`src/rtl/ddc_pkg.sv`:
```
// Shared constants and oscillator table for the dual downconverter.
// Assumes the tone sits at exactly one fifth of the sample rate.
package ddc_pkg;
    localparam int COEF_W  = 16;
    localparam int NCO_LEN = 5;
    localparam int PH_W    = $clog2(NCO_LEN);

    // Cosine of index*72 degrees, Q1.15.
    function automatic logic signed [COEF_W-1:0] nco_cos(input logic [PH_W-1:0] ph);
        case (ph)
            3'd0:       return 16'sd32767;
            3'd1, 3'd4: return 16'sd10126;
            3'd2, 3'd3: return -16'sd26509;
            default:    return '0;
        endcase
    endfunction

    // Negated sine of index*72 degrees, Q1.15.
    function automatic logic signed [COEF_W-1:0] nco_nsin(input logic [PH_W-1:0] ph);
        case (ph)
            3'd1:    return -16'sd31163;
            3'd2:    return -16'sd19260;
            3'd3:    return 16'sd19260;
            3'd4:    return 16'sd31163;
            default: return '0;
        endcase
    endfunction
endpackage

```
`src/rtl/ddc_nco.sv`:
```
// Five-step oscillator shared by all channels. It provides the cosine and
// negated sine for the sample presented this cycle. The index restarts at zero
// in reset and advances once per clock, since every clock carries a sample.
module ddc_nco
    import ddc_pkg::*;
(
    input  logic                     clk,
    input  logic                     rst_n,
    output logic signed [COEF_W-1:0] cos_o,
    output logic signed [COEF_W-1:0] nsin_o
);
    localparam logic [PH_W-1:0] LAST = PH_W'(NCO_LEN - 1);

    logic [PH_W-1:0] phase;

    // Advance the table index and wrap after the last entry.
    always_ff @(posedge clk) begin
        if (!rst_n)              phase <= '0;
        else if (phase == LAST)  phase <= '0;
        else                     phase <= phase + 1'b1;
    end

    // Table lookup for the current index.
    always_comb begin
        cos_o  = nco_cos(phase);
        nsin_o = nco_nsin(phase);
    end

    a_r2_phase_wrap: assert property (@(posedge clk) disable iff (!rst_n)
        (phase == LAST) |=> (phase == '0));
    a_r2_phase_step: assert property (@(posedge clk) disable iff (!rst_n)
        (phase != LAST) |=> (phase == $past(phase) + 1'b1));
endmodule

```
`src/rtl/ddc_ctrl.sv`:
```
// Block timing shared by all channels. It marks when a product is valid,
// counts products in the current block, latches the mode at each block
// boundary and produces the output strobe one cycle after the block closes.
module ddc_ctrl #(
    parameter int DEC_WIDE   = 10,
    parameter int DEC_NARROW = 20
) (
    input  logic clk,
    input  logic rst_n,
    input  logic bw_narrow,
    output logic pvld,
    output logic dump,
    output logic narrow,
    output logic out_valid
);
    localparam int CNT_W = $clog2(DEC_NARROW);
    localparam logic [CNT_W-1:0] LAST_W = CNT_W'(DEC_WIDE - 1);
    localparam logic [CNT_W-1:0] LAST_N = CNT_W'(DEC_NARROW - 1);

    logic [CNT_W-1:0] cnt;
    logic [CNT_W-1:0] last;

    // Last count of the block in progress.
    always_comb last = narrow ? LAST_N : LAST_W;

    // The block closes on the product of its final sample.
    always_comb dump = pvld && (cnt == last);

    // Products become valid one edge after reset is released.
    always_ff @(posedge clk) begin
        if (!rst_n) pvld <= 1'b0;
        else        pvld <= 1'b1;
    end

    // Count products and restart at each block boundary.
    always_ff @(posedge clk) begin
        if (!rst_n)     cnt <= '0;
        else if (dump)  cnt <= '0;
        else if (pvld)  cnt <= cnt + 1'b1;
    end

    // Take the mode as seen with the first sample of the next block.
    always_ff @(posedge clk) begin
        if (!rst_n)     narrow <= bw_narrow;
        else if (dump)  narrow <= bw_narrow;
    end

    // Strobe for the results written on the closing edge.
    always_ff @(posedge clk) begin
        if (!rst_n) out_valid <= 1'b0;
        else        out_valid <= dump;
    end

    a_r5_valid_pulse: assert property (@(posedge clk) disable iff (!rst_n)
        out_valid |=> !out_valid);
    a_r5_cnt_bound: assert property (@(posedge clk) disable iff (!rst_n)
        pvld |-> (cnt <= last));
    a_r6_mode_hold: assert property (@(posedge clk) disable iff (!rst_n)
        !dump |=> $stable(narrow));
endmodule

```
`src/rtl/ddc_mixer.sv`:
```
// One channel's mixer. It registers the full-precision products of the sample
// with the cosine and negated sine values. Assumes signed inputs.
module ddc_mixer
    import ddc_pkg::*;
#(
    parameter int IN_W = 16,
    localparam int PR_W = IN_W + COEF_W
) (
    input  logic                     clk,
    input  logic                     rst_n,
    input  logic signed [IN_W-1:0]   samp,
    input  logic signed [COEF_W-1:0] cos_i,
    input  logic signed [COEF_W-1:0] nsin_i,
    output logic signed [PR_W-1:0]   prod_i,
    output logic signed [PR_W-1:0]   prod_q
);
    // Capture both products of the current sample.
    always_ff @(posedge clk) begin
        if (!rst_n) begin
            prod_i <= '0;
            prod_q <= '0;
        end else begin
            prod_i <= PR_W'(samp * cos_i);
            prod_q <= PR_W'(samp * nsin_i);
        end
    end

    a_r3_zero_in: assert property (@(posedge clk) disable iff (!rst_n)
        (samp == '0) |=> (prod_i == '0 && prod_q == '0));
endmodule

```
`src/rtl/ddc_decim.sv`:
```
// One channel's boxcar decimator for I and Q. It sums the products over a
// block. On the closing product it writes the rounded, saturated result and
// empties the sums. The shift depends on the mode, which holds the block gain
// near 1.25 for a tone at the oscillator frequency.
module ddc_decim #(
    parameter int PR_W       = 32,
    parameter int OUT_W      = 16,
    parameter int COEF_W     = 16,
    parameter int DEC_WIDE   = 10,
    parameter int DEC_NARROW = 20
) (
    input  logic                    clk,
    input  logic                    rst_n,
    input  logic                    pvld,
    input  logic                    dump,
    input  logic                    narrow,
    input  logic signed [PR_W-1:0]  prod_i,
    input  logic signed [PR_W-1:0]  prod_q,
    output logic signed [OUT_W-1:0] i_out,
    output logic signed [OUT_W-1:0] q_out
);
    localparam int ACC_W = PR_W + $clog2(DEC_NARROW);
    localparam int SH_W  = COEF_W - 2 + $clog2(DEC_WIDE) - 1;
    localparam int SH_N  = COEF_W - 2 + $clog2(DEC_NARROW) - 1;
    localparam logic signed [ACC_W:0] RND_W = {{ACC_W{1'b0}}, 1'b1} << (SH_W - 1);
    localparam logic signed [ACC_W:0] RND_N = {{ACC_W{1'b0}}, 1'b1} << (SH_N - 1);
    localparam logic signed [ACC_W:0] MAXV  =
        $signed({{(ACC_W - OUT_W + 2){1'b0}}, {(OUT_W - 1){1'b1}}});
    localparam logic signed [ACC_W:0] MINV  = -MAXV - 1;

    logic signed [ACC_W-1:0] acc_i, acc_q;
    logic signed [ACC_W-1:0] sum_i, sum_q;

    // Round half up by the mode's shift, then clamp to the output range.
    function automatic logic signed [OUT_W-1:0] rnd_sat(input logic signed [ACC_W-1:0] v,
                                                        input logic nar);
        logic signed [ACC_W:0] t;
        logic signed [ACC_W:0] s;
        t = {v[ACC_W-1], v} + (nar ? RND_N : RND_W);
        s = nar ? (t >>> SH_N) : (t >>> SH_W);
        if (s > MAXV)      s = MAXV;
        else if (s < MINV) s = MINV;
        return s[OUT_W-1:0];
    endfunction

    // Running sums including this cycle's products.
    always_comb begin
        sum_i = acc_i + ACC_W'(prod_i);
        sum_q = acc_q + ACC_W'(prod_q);
    end

    // Accumulate, or close the block and write the scaled results.
    always_ff @(posedge clk) begin
        if (!rst_n) begin
            acc_i <= '0;
            acc_q <= '0;
            i_out <= '0;
            q_out <= '0;
        end else if (dump) begin
            acc_i <= '0;
            acc_q <= '0;
            i_out <= rnd_sat(sum_i, narrow);
            q_out <= rnd_sat(sum_q, narrow);
        end else if (pvld) begin
            acc_i <= sum_i;
            acc_q <= sum_q;
        end
    end

    a_r6_acc_clear: assert property (@(posedge clk) disable iff (!rst_n)
        dump |=> (acc_i == '0 && acc_q == '0));
    a_r9_out_hold: assert property (@(posedge clk) disable iff (!rst_n)
        !dump |=> ($stable(i_out) && $stable(q_out)));
endmodule

```
`src/rtl/ddc_dual.sv`:
```
// Top of the multi-channel downconverter. It holds one oscillator and one
// block controller shared by all channels, plus a mixer and decimator per
// channel. Channels are packed into flat buses, channel c in slice c.
module ddc_dual #(
    parameter int NCH        = 2,
    parameter int IN_W       = 16,
    parameter int OUT_W      = 16,
    parameter int DEC_WIDE   = 10,
    parameter int DEC_NARROW = 20
) (
    input  logic                   clk,
    input  logic                   rst_n,
    input  logic                   bw_narrow,
    input  logic [NCH*IN_W-1:0]    samp_in,
    output logic [NCH*OUT_W-1:0]   i_out,
    output logic [NCH*OUT_W-1:0]   q_out,
    output logic                   out_valid
);
    localparam int CW   = ddc_pkg::COEF_W;
    localparam int PR_W = IN_W + CW;

    logic signed [CW-1:0] cos_v, nsin_v;
    logic pvld, dump, narrow;

    ddc_nco u_nco (
        .clk    (clk),
        .rst_n  (rst_n),
        .cos_o  (cos_v),
        .nsin_o (nsin_v)
    );

    ddc_ctrl #(.DEC_WIDE(DEC_WIDE), .DEC_NARROW(DEC_NARROW)) u_ctrl (
        .clk       (clk),
        .rst_n     (rst_n),
        .bw_narrow (bw_narrow),
        .pvld      (pvld),
        .dump      (dump),
        .narrow    (narrow),
        .out_valid (out_valid)
    );

    for (genvar c = 0; c < NCH; c++) begin : g_ch
        logic signed [PR_W-1:0]  p_i, p_q;
        logic signed [OUT_W-1:0] r_i, r_q;

        ddc_mixer #(.IN_W(IN_W)) u_mix (
            .clk    (clk),
            .rst_n  (rst_n),
            .samp   ($signed(samp_in[c*IN_W +: IN_W])),
            .cos_i  (cos_v),
            .nsin_i (nsin_v),
            .prod_i (p_i),
            .prod_q (p_q)
        );

        ddc_decim #(
            .PR_W(PR_W), .OUT_W(OUT_W), .COEF_W(CW),
            .DEC_WIDE(DEC_WIDE), .DEC_NARROW(DEC_NARROW)
        ) u_dec (
            .clk    (clk),
            .rst_n  (rst_n),
            .pvld   (pvld),
            .dump   (dump),
            .narrow (narrow),
            .prod_i (p_i),
            .prod_q (p_q),
            .i_out  (r_i),
            .q_out  (r_q)
        );

        assign i_out[c*OUT_W +: OUT_W] = r_i;
        assign q_out[c*OUT_W +: OUT_W] = r_q;
    end

    a_r1_reset_clear: assert property (@(posedge clk)
        !rst_n |=> (!out_valid && i_out == '0 && q_out == '0));
endmodule

```
`config.mk`:
```
export PLATFORM = sky130hd
export DESIGN_NAME = ddc_dual
export DESIGN_NICKNAME = d
export VERILOG_FILES = /design/src/rtl/ddc_pkg.sv /design/src/rtl/ddc_nco.sv /design/src/rtl/ddc_ctrl.sv /design/src/rtl/ddc_mixer.sv /design/src/rtl/ddc_decim.sv /design/src/rtl/ddc_dual.sv
export SDC_FILE = /design/constraint.sdc
export NUM_CORES = 2
export LEC_CHECK = 0
export ABC_AREA = 1
export ABC_CLOCK_PERIOD_IN_PS = 10600
export BUFFER_PORTS_ARGS = -buffer_cell sky130_fd_sc_hd__buf_2
export CAP_MARGIN = 20
export CORE_ASPECT_RATIO = 0.5
export CORE_MARGIN = 2
export CORE_UTILIZATION = 40
export CTS_CLUSTER_SIZE = 30
export DETAILED_ROUTE_END_ITERATION = 8
export GPL_ROUTABILITY_DRIVEN = 0
export PLACE_DENSITY = 0.55
export SLEW_MARGIN = 20
export SYNTH_ARGS = -nofsm -noshare
export SYNTH_HDL_FRONTEND = slang
export SYNTH_SLANG_ARGS = --single-unit
export TNS_END_PERCENT = 10
```
`constraint.sdc`:
```
create_clock -name clk -period 10.6 [get_ports clk]
set_input_delay 2.12 -clock clk [delete_from_list [all_inputs] [get_ports clk]]
set_output_delay 2.12 -clock clk [all_outputs]
set_load 0.02 [all_outputs]
```
Yosys cells after proc, flatten, opt, wreduce, memory -nomap -nowiden
Index checks and enable logic that the tools add are counted.
{ "op_classes": {"add_sub_neg": 10, "muxes": 19, "n_lt_le_gt_ge": 8, "mul": 4, "n_eq_ne": 6, "bitwise": 1, "n_reduce_logical": 6} }
{ "ops": {"columns": ["op", "count"], "rows": [
  ["adder 37 x 19 -> 38 bit", 4],
  ["adder 37 x 32 -> 37 bit", 4],
  ["multiplier 16 x 16 -> 32 bit", 4],
  ["two-way mux 16 bit", 8],
  ["> comparator 21 x 16 -> 1 bit, second input constant", 4],
  ["< comparator 21 x 16 -> 1 bit, second input constant", 4],
  ["two-way mux 20 bit", 4],
  ["case mux 16 bit (4 select lines)", 1],
  ["case mux 16 bit (3 select lines)", 1],
  ["two-way mux 18 bit", 1],
  ["OR reduction 2 bit", 4],
  ["== test 3 x 2 -> 1 bit, second input constant", 2],
  ["adder 5 x 1 -> 5 bit, second input constant", 1],
  ["== test 5 bit", 1],
  ["two-way mux 5 bit", 1],
  ["adder 3 x 1 -> 3 bit, second input constant", 1],
  ["== test 3 x 1 -> 1 bit, second input constant", 1],
  ["== test 3 bit, second input constant", 1],
  ["logical NOT 3 bit", 1],
  ["two-way mux 1 bit", 3],
  ["inequality test 2 x 1 -> 1 bit, second input constant", 1],
  ["logical AND 1 bit", 1],
  ["NOT 1 bit", 1]
]} }
{ "totals": {"elab_cells": 71, "output_inout_bits": 65, "inputBits": 35, "register_bits": 351} }

Logic depth before layout (Yosys ltp)
{ "depth": {"ltp_word": 6, "mapped_depth": 40, "ltp_nobuf": 37} }

By module
Synthesis repeated with hierarchy kept, for this count alone.
{ "unflattened": {"hier_cells": 10579, "area_unflattened_um2": 70784.1} }
{ "by_module_without_submodules": {"columns": ["mod", "seq_area_each_um2", "cells_per_inst", "area_per_inst_um2", "n_inst"], "rows": [
  ["ddc_decim", 2122.0, 2165, 11930.2, 2],
  ["ddc_mixer at g_ch[1].u_mix", 1281.2, 3077, 23158.5, 1],
  ["ddc_mixer at g_ch[0].u_mix", 1281.2, 3066, 22980.8, 1],
  ["ddc_nco", 60.1, 60, 425.4, 1],
  ["ddc_ctrl", 170.2, 46, 359.1, 1]
]} }

Least setup slack after synthesis
No wires, ideal clock.
{ "synth_path": {"path_kind": "input-to-reg", "startpoint": "input samp_in[24]", "endpoint": "register g_ch[1].u_mix.prod_i[29]", "required_time_ns": 10.487, "path_stages": 29, "arrival_time_ns": 7.890, "slack_ns": 2.597, "n_path_buf": 0, "setup_time_ns": 0.113, "path_cell_list": "clkinv_1 nor2_1 inv_1 fa_1 fa_1 inv_1 fa_1 inv_1 fa_1 inv_1 fa_1 inv_1 fa_1 inv_1 ha_1 nand2_1 inv_1 nand2_1 nand2_1 nand3_1 nand2_1 a21boi_0 o21ai_0 a21oi_1 o21bai_1 a21boi_0 nand2_1 nand2_1 nor2_1"} }
{ "synth_via": {"elab_chain_cells": 1} }
{ "synth_lines": {"columns": ["element", "line_no", "rtl"], "rows": [
  ["start: declaration", "ddc_dual.sv:14", "input logic [NCH*IN_W-1:0] samp_in,"],
  ["multiplier 16 x 16 -> 32 bit", "ddc_mixer.sv:23", "prod_i <= PR_W'(samp * cos_i);"],
  ["end signal: assignment", "ddc_mixer.sv:23", null],
  ["end: declaration", "ddc_mixer.sv:14", "output logic signed [PR_W-1:0] prod_i,"]
]} }
No other way between the ends.
A chain may end at the register's enable or synchronous reset.

Final worst setup path
{ "layout_path": {"startpoint": "input samp_in[3]", "endpoint": "register g_ch[0].u_mix.prod_q[22]"} }
{ "layout_via": {"elab_chain_cells": 1} }
{ "layout_lines": {"columns": ["element", "line_no", "rtl"], "rows": [
  ["multiplier 16 x 16 -> 32 bit", "ddc_mixer.sv:24", "prod_q <= PR_W'(samp * nsin_i);"],
  ["end signal: assignment", "ddc_mixer.sv:24", null],
  ["end: declaration", "ddc_mixer.sv:15", "output logic signed [PR_W-1:0] prod_q"]
]} }
No other way between the ends.

==> impl_summary.md <==
Synthesis
Counting every net in the synthesized netlist gives 9,962. The number of synthesized flops with an enable pin is 1. The average cell area after synthesis is 7.28 um2. The share of synthesized flip-flops with an asynchronous set or reset is 0%. Of the synthesized area, sequential elements account for 11.4%. After synthesis the netlist holds a flip-flop and latch count of 351. After synthesis the cells add up to 61,600 um2.

For this run, the number of Yosys warnings is 0. The largest area contributor in the netlist is sky130_fd_sc_hd__fa_1. The synthesized design devotes to its leading area cell type 30.8% of total area. The commonest register cell after synthesis is sky130_fd_sc_hd__dfxtp_1.

The distinct cell type count after synthesis is 58. The synthesized instance count is 8,456. Ranked by total cell area, the synthesized netlist is headed by sky130_fd_sc_hd__fa_1 (31%), sky130_fd_sc_hd__inv_1 (12%), sky130_fd_sc_hd__nand2_1 (12%).

Die
The number of placement rows is 101. The horizontal die dimension is 559 um. After floorplanning, the core was sized to cover 152,000 um2. The floorplan step defined a die boundary enclosing 157,000 um2. The vertical die dimension is 281 um.

The top-level I/O count is 100. The effective utilization at floorplan is 40.4%.

Clock network
The number of hold buffers added after CTS was 0. The clock latency on the worst-skew pair is 0.64 ns. The CTS root buffer is sky130_fd_sc_hd__clkbuf_16. The post-CTS setup buffer count is 0. TritonCTS built the clock tree. Counting along the longest clock path gives a buffer depth of 3. The total clock buffers created by CTS is 41. The tree built by TritonCTS fans out to 351 sinks. Clock-pin slew was measured on the worst setup and hold paths at 0.06 ns. The level count of the clock H-tree is 2. The number of cells upsized or downsized after cts is 0.

Critical path
For flop-to-flop paths, the worst setup slack is 2.23 ns. The critical path goes through buf_2, inv_1, nor2_1, inv_1, fa_1, fa_1, inv_1, ha_1, fa_1, ha_1, inv_1, fa_1, inv_1, ha_1, inv_1, o21ai_0, a21oi_1, o21ai_0, a21boi_0, o21ai_0, a31oi_1, o21ai_0, o21ai_0, a21oi_1. The nature of the critical path endpoint is a flop. The number of buffers and inverters on the critical path is 7. The worst setup path is of the in -> reg kind.

The stage delay of the slowest cell on the critical path is 0.57 ns. On the critical path the largest part of the delay comes from adder cells. For the worst setup path, the data required time is 11.05 ns. STA classifies the critical path startpoint as an input pin. The arrival time at the worst endpoint is 8.93 ns. Counting stages on the worst path, the most repeated cell is sky130_fd_sc_hd__inv_1. The highest-delay cell along the critical path is sky130_fd_sc_hd__o21ai_0.

Of all nets on the critical path, the largest fanout is 14.

STA
The final critical path takes up 80.1% of the cycle. The worst pin sits at a relative slew slack of 25.3%. For the pin with the worst max-slew slack, the measured transition is 1.11 ns. The number of max-slew violations in the final report is 0. The aggregate negative setup slack is 0 ns. The shortest period the worst path allows is 8.49 ns. For the final database, setup skew stands at 0.0399 ns. Setup repair after global routing left no endpoint under its margin. The count of final hold-check violations is 0. The final number of setup-violating endpoints is 0. The achievable clock frequency is 0.118 GHz.

Global route
Entering global routing, the biggest net connects 86 pins. The global-route usage over all layers is 24.6%. The via count of the first global-routing pass was 50,891. The first global-routing pass estimated 296,000 um of wire. The sum of overflow across all layers after global routing is 0. The number of antenna violations at the first check in global routing is 17.

Final layout
In the final design database the tool counted 9,994 nets. The share of post-route cells with drive strength above 1 is 4.89%. From synthesis to final layout, the design area changed by 6.76%.

The share of the core filled with cells is 43.2%.

Min path
The type of the tightest min-delay check is reg -> reg.

Route
The vias after detailed routing is 51,225. Using the TritonRoute via totals, the vias-per-cell ratio works out to 4.84. The routed wire length is 190,000 um.

After detailed routing, the average wire length per cell comes to 17.9 um. The total iterations of the first detailed-routing run is 5. The first routing iteration left 3,966 violations. The post-detailed-route DRC marker count is 0. Once detail routing completed, the nets flagged for antenna violations numbered 0.

Placement
The detailed placer's ending HPWL is 163,000 um. The number of port buffers is 99.

Run
The max-capacitance violation count is 0.

Status
The run finished with clean final reports.
[final timing paths]
kind / from / endpoint / cells after the start
min: g_ch[1].u_dec.q_out[6] / g_ch[1].u_dec.q_out[6] / 2
max reg2reg: u_nco.phase[0] / g_ch[0].u_mix.prod_q[22] / 29
min reg2reg: g_ch[1].u_dec.q_out[6] / g_ch[1].u_dec.q_out[6] / 2
max: samp_in[3] / g_ch[0].u_mix.prod_q[22] / 24
[cell families after synthesis]
kind of cell             share of synthesized area (%)
AO/OA/AOI/OAI                                     8.34
XOR/XNOR                                          2.87
adder cells (fa/ha/maj)                           41.5
buffers and inverters                             13.5
flip-flops                                        11.4
multiplexers                                     0.114
AND/OR/NAND/NOR                                   22.3
[registers in the layout (all words and copies together) (netlist names)]
signal and flops:
g_ch.u_dec.i_out 32, g_ch.u_mix.prod_i 64, g_ch.u_mix.prod_q 64, u_ctrl.narrow 1, u_ctrl.out_valid 1, g_ch.u_dec.q_out 32, g_ch.u_dec.acc_q 74, u_nco.phase 3
u_ctrl.cnt 5, u_ctrl.pvld 1, g_ch.u_dec.acc_i 74
[worst reg2reg max path, delay by kind of cell (launching register included)]
kind	cells	cell delay [ns]
buf+inv	8	1.56
fa+ha+maj	8	2.92
compound gates	10	2.70
flops	1	0.39
simple gates	3	0.61
[per-layer routing]
metal,vias up,part of all wire [%],wire length [um],global-route usage [%]
met4,6,2.0,3750,4.85
met5,-,0.017,33,0
li1,25479,-,-,-
met1,24151,49,93700,37.1
met2,1413,39,74600,34.9
met3,176,9.4,17800,6.37
[synthesized netlist by cell type, types with 12 or more instances]
cell and count:
sky130_fd_sc_hd__inv_1 2011, sky130_fd_sc_hd__a21boi_0 13, sky130_fd_sc_hd__clkinv_1 29, sky130_fd_sc_hd__o21a_1 38, sky130_fd_sc_hd__a31oi_1 12, sky130_fd_sc_hd__o21ai_0 304, sky130_fd_sc_hd__o21bai_1 22, sky130_fd_sc_hd__ha_1 523
sky130_fd_sc_hd__nand3_2 21, sky130_fd_sc_hd__or2_2 12, sky130_fd_sc_hd__nand3_1 279, sky130_fd_sc_hd__nand2_1 1918, sky130_fd_sc_hd__nand2_2 60, sky130_fd_sc_hd__a21oi_1 386, sky130_fd_sc_hd__nor3_1 38, sky130_fd_sc_hd__clkbuf_1 114
sky130_fd_sc_hd__a21o_1 13, sky130_fd_sc_hd__and2_1 15, sky130_fd_sc_hd__fa_1 948, sky130_fd_sc_hd__xor2_1 149, sky130_fd_sc_hd__o211ai_1 77, sky130_fd_sc_hd__a21oi_2 12, sky130_fd_sc_hd__xnor2_1 53, sky130_fd_sc_hd__buf_1 22
sky130_fd_sc_hd__nand4_1 52, sky130_fd_sc_hd__dfxtp_1 350, sky130_fd_sc_hd__nor2_2 50, sky130_fd_sc_hd__nor2_1 826, sky130_fd_sc_hd__nor2_4 13
[through the flow]
step	setup WS [ns]	hold slack, ns	instances	area (um2)
2_1_floorplan	2.60	0.433	8456	61600
3_3_place_gp	1.69	0.435	10505	64400
3_5_place_dp	1.58	0.435	10505	64400
4_1_cts	2.24	0.452	10574	65700
5_1_grt	1.55	0.463	10576	65700
6_report	2.11	0.448	10581	65700
[placed cells by master, fill, tap and decap left out, types with 13 or more instances in the layout]
cell type                   instances
sky130_fd_sc_hd__fa_1             948
sky130_fd_sc_hd__o21ai_0          304
sky130_fd_sc_hd__nor2_4            14
sky130_fd_sc_hd__nor2_2            52
sky130_fd_sc_hd__a21oi_2           13
sky130_fd_sc_hd__nand3_1          279
sky130_fd_sc_hd__xor2_1           149
sky130_fd_sc_hd__buf_4             42
sky130_fd_sc_hd__o211ai_1          77
sky130_fd_sc_hd__nand4_1           52
sky130_fd_sc_hd__clkinv_1          28
sky130_fd_sc_hd__nand3_2           21
sky130_fd_sc_hd__inv_1           2009
sky130_fd_sc_hd__o21bai_1          22
sky130_fd_sc_hd__nand2_1         1917
sky130_fd_sc_hd__a21boi_0          13
sky130_fd_sc_hd__xnor2_1           53
sky130_fd_sc_hd__ha_1             523
sky130_fd_sc_hd__nand2_2           61
sky130_fd_sc_hd__dfxtp_1          349
sky130_fd_sc_hd__a21o_1            13
sky130_fd_sc_hd__nor2_1           823
sky130_fd_sc_hd__a21oi_1          385
sky130_fd_sc_hd__nor3_1            38
sky130_fd_sc_hd__clkbuf_16         41
sky130_fd_sc_hd__and2_1            15
sky130_fd_sc_hd__buf_2             98
sky130_fd_sc_hd__o21a_1            38
[area by class of cell]
| cell class | instances | area [um2] |
|---|---|---|
| Antenna cell | 7 | 17.5 |
| Clock buffer | 48 | 1090 |
| Clock inverter | 21 | 250 |
| Fill cell | 15982 | 86600 |
| Inverter | 2051 | 7700 |
| Multi-Input combinational cell | 5903 | 46200 |
| Sequential cell | 351 | 7040 |
| Tap cell | 2060 | 2580 |
| Timing Repair Buffer | 140 | 806 |
Power is left out: the tool's default activity adds up to more than one toggle a clock period on the data nets, which glitch-free logic cannot reach.
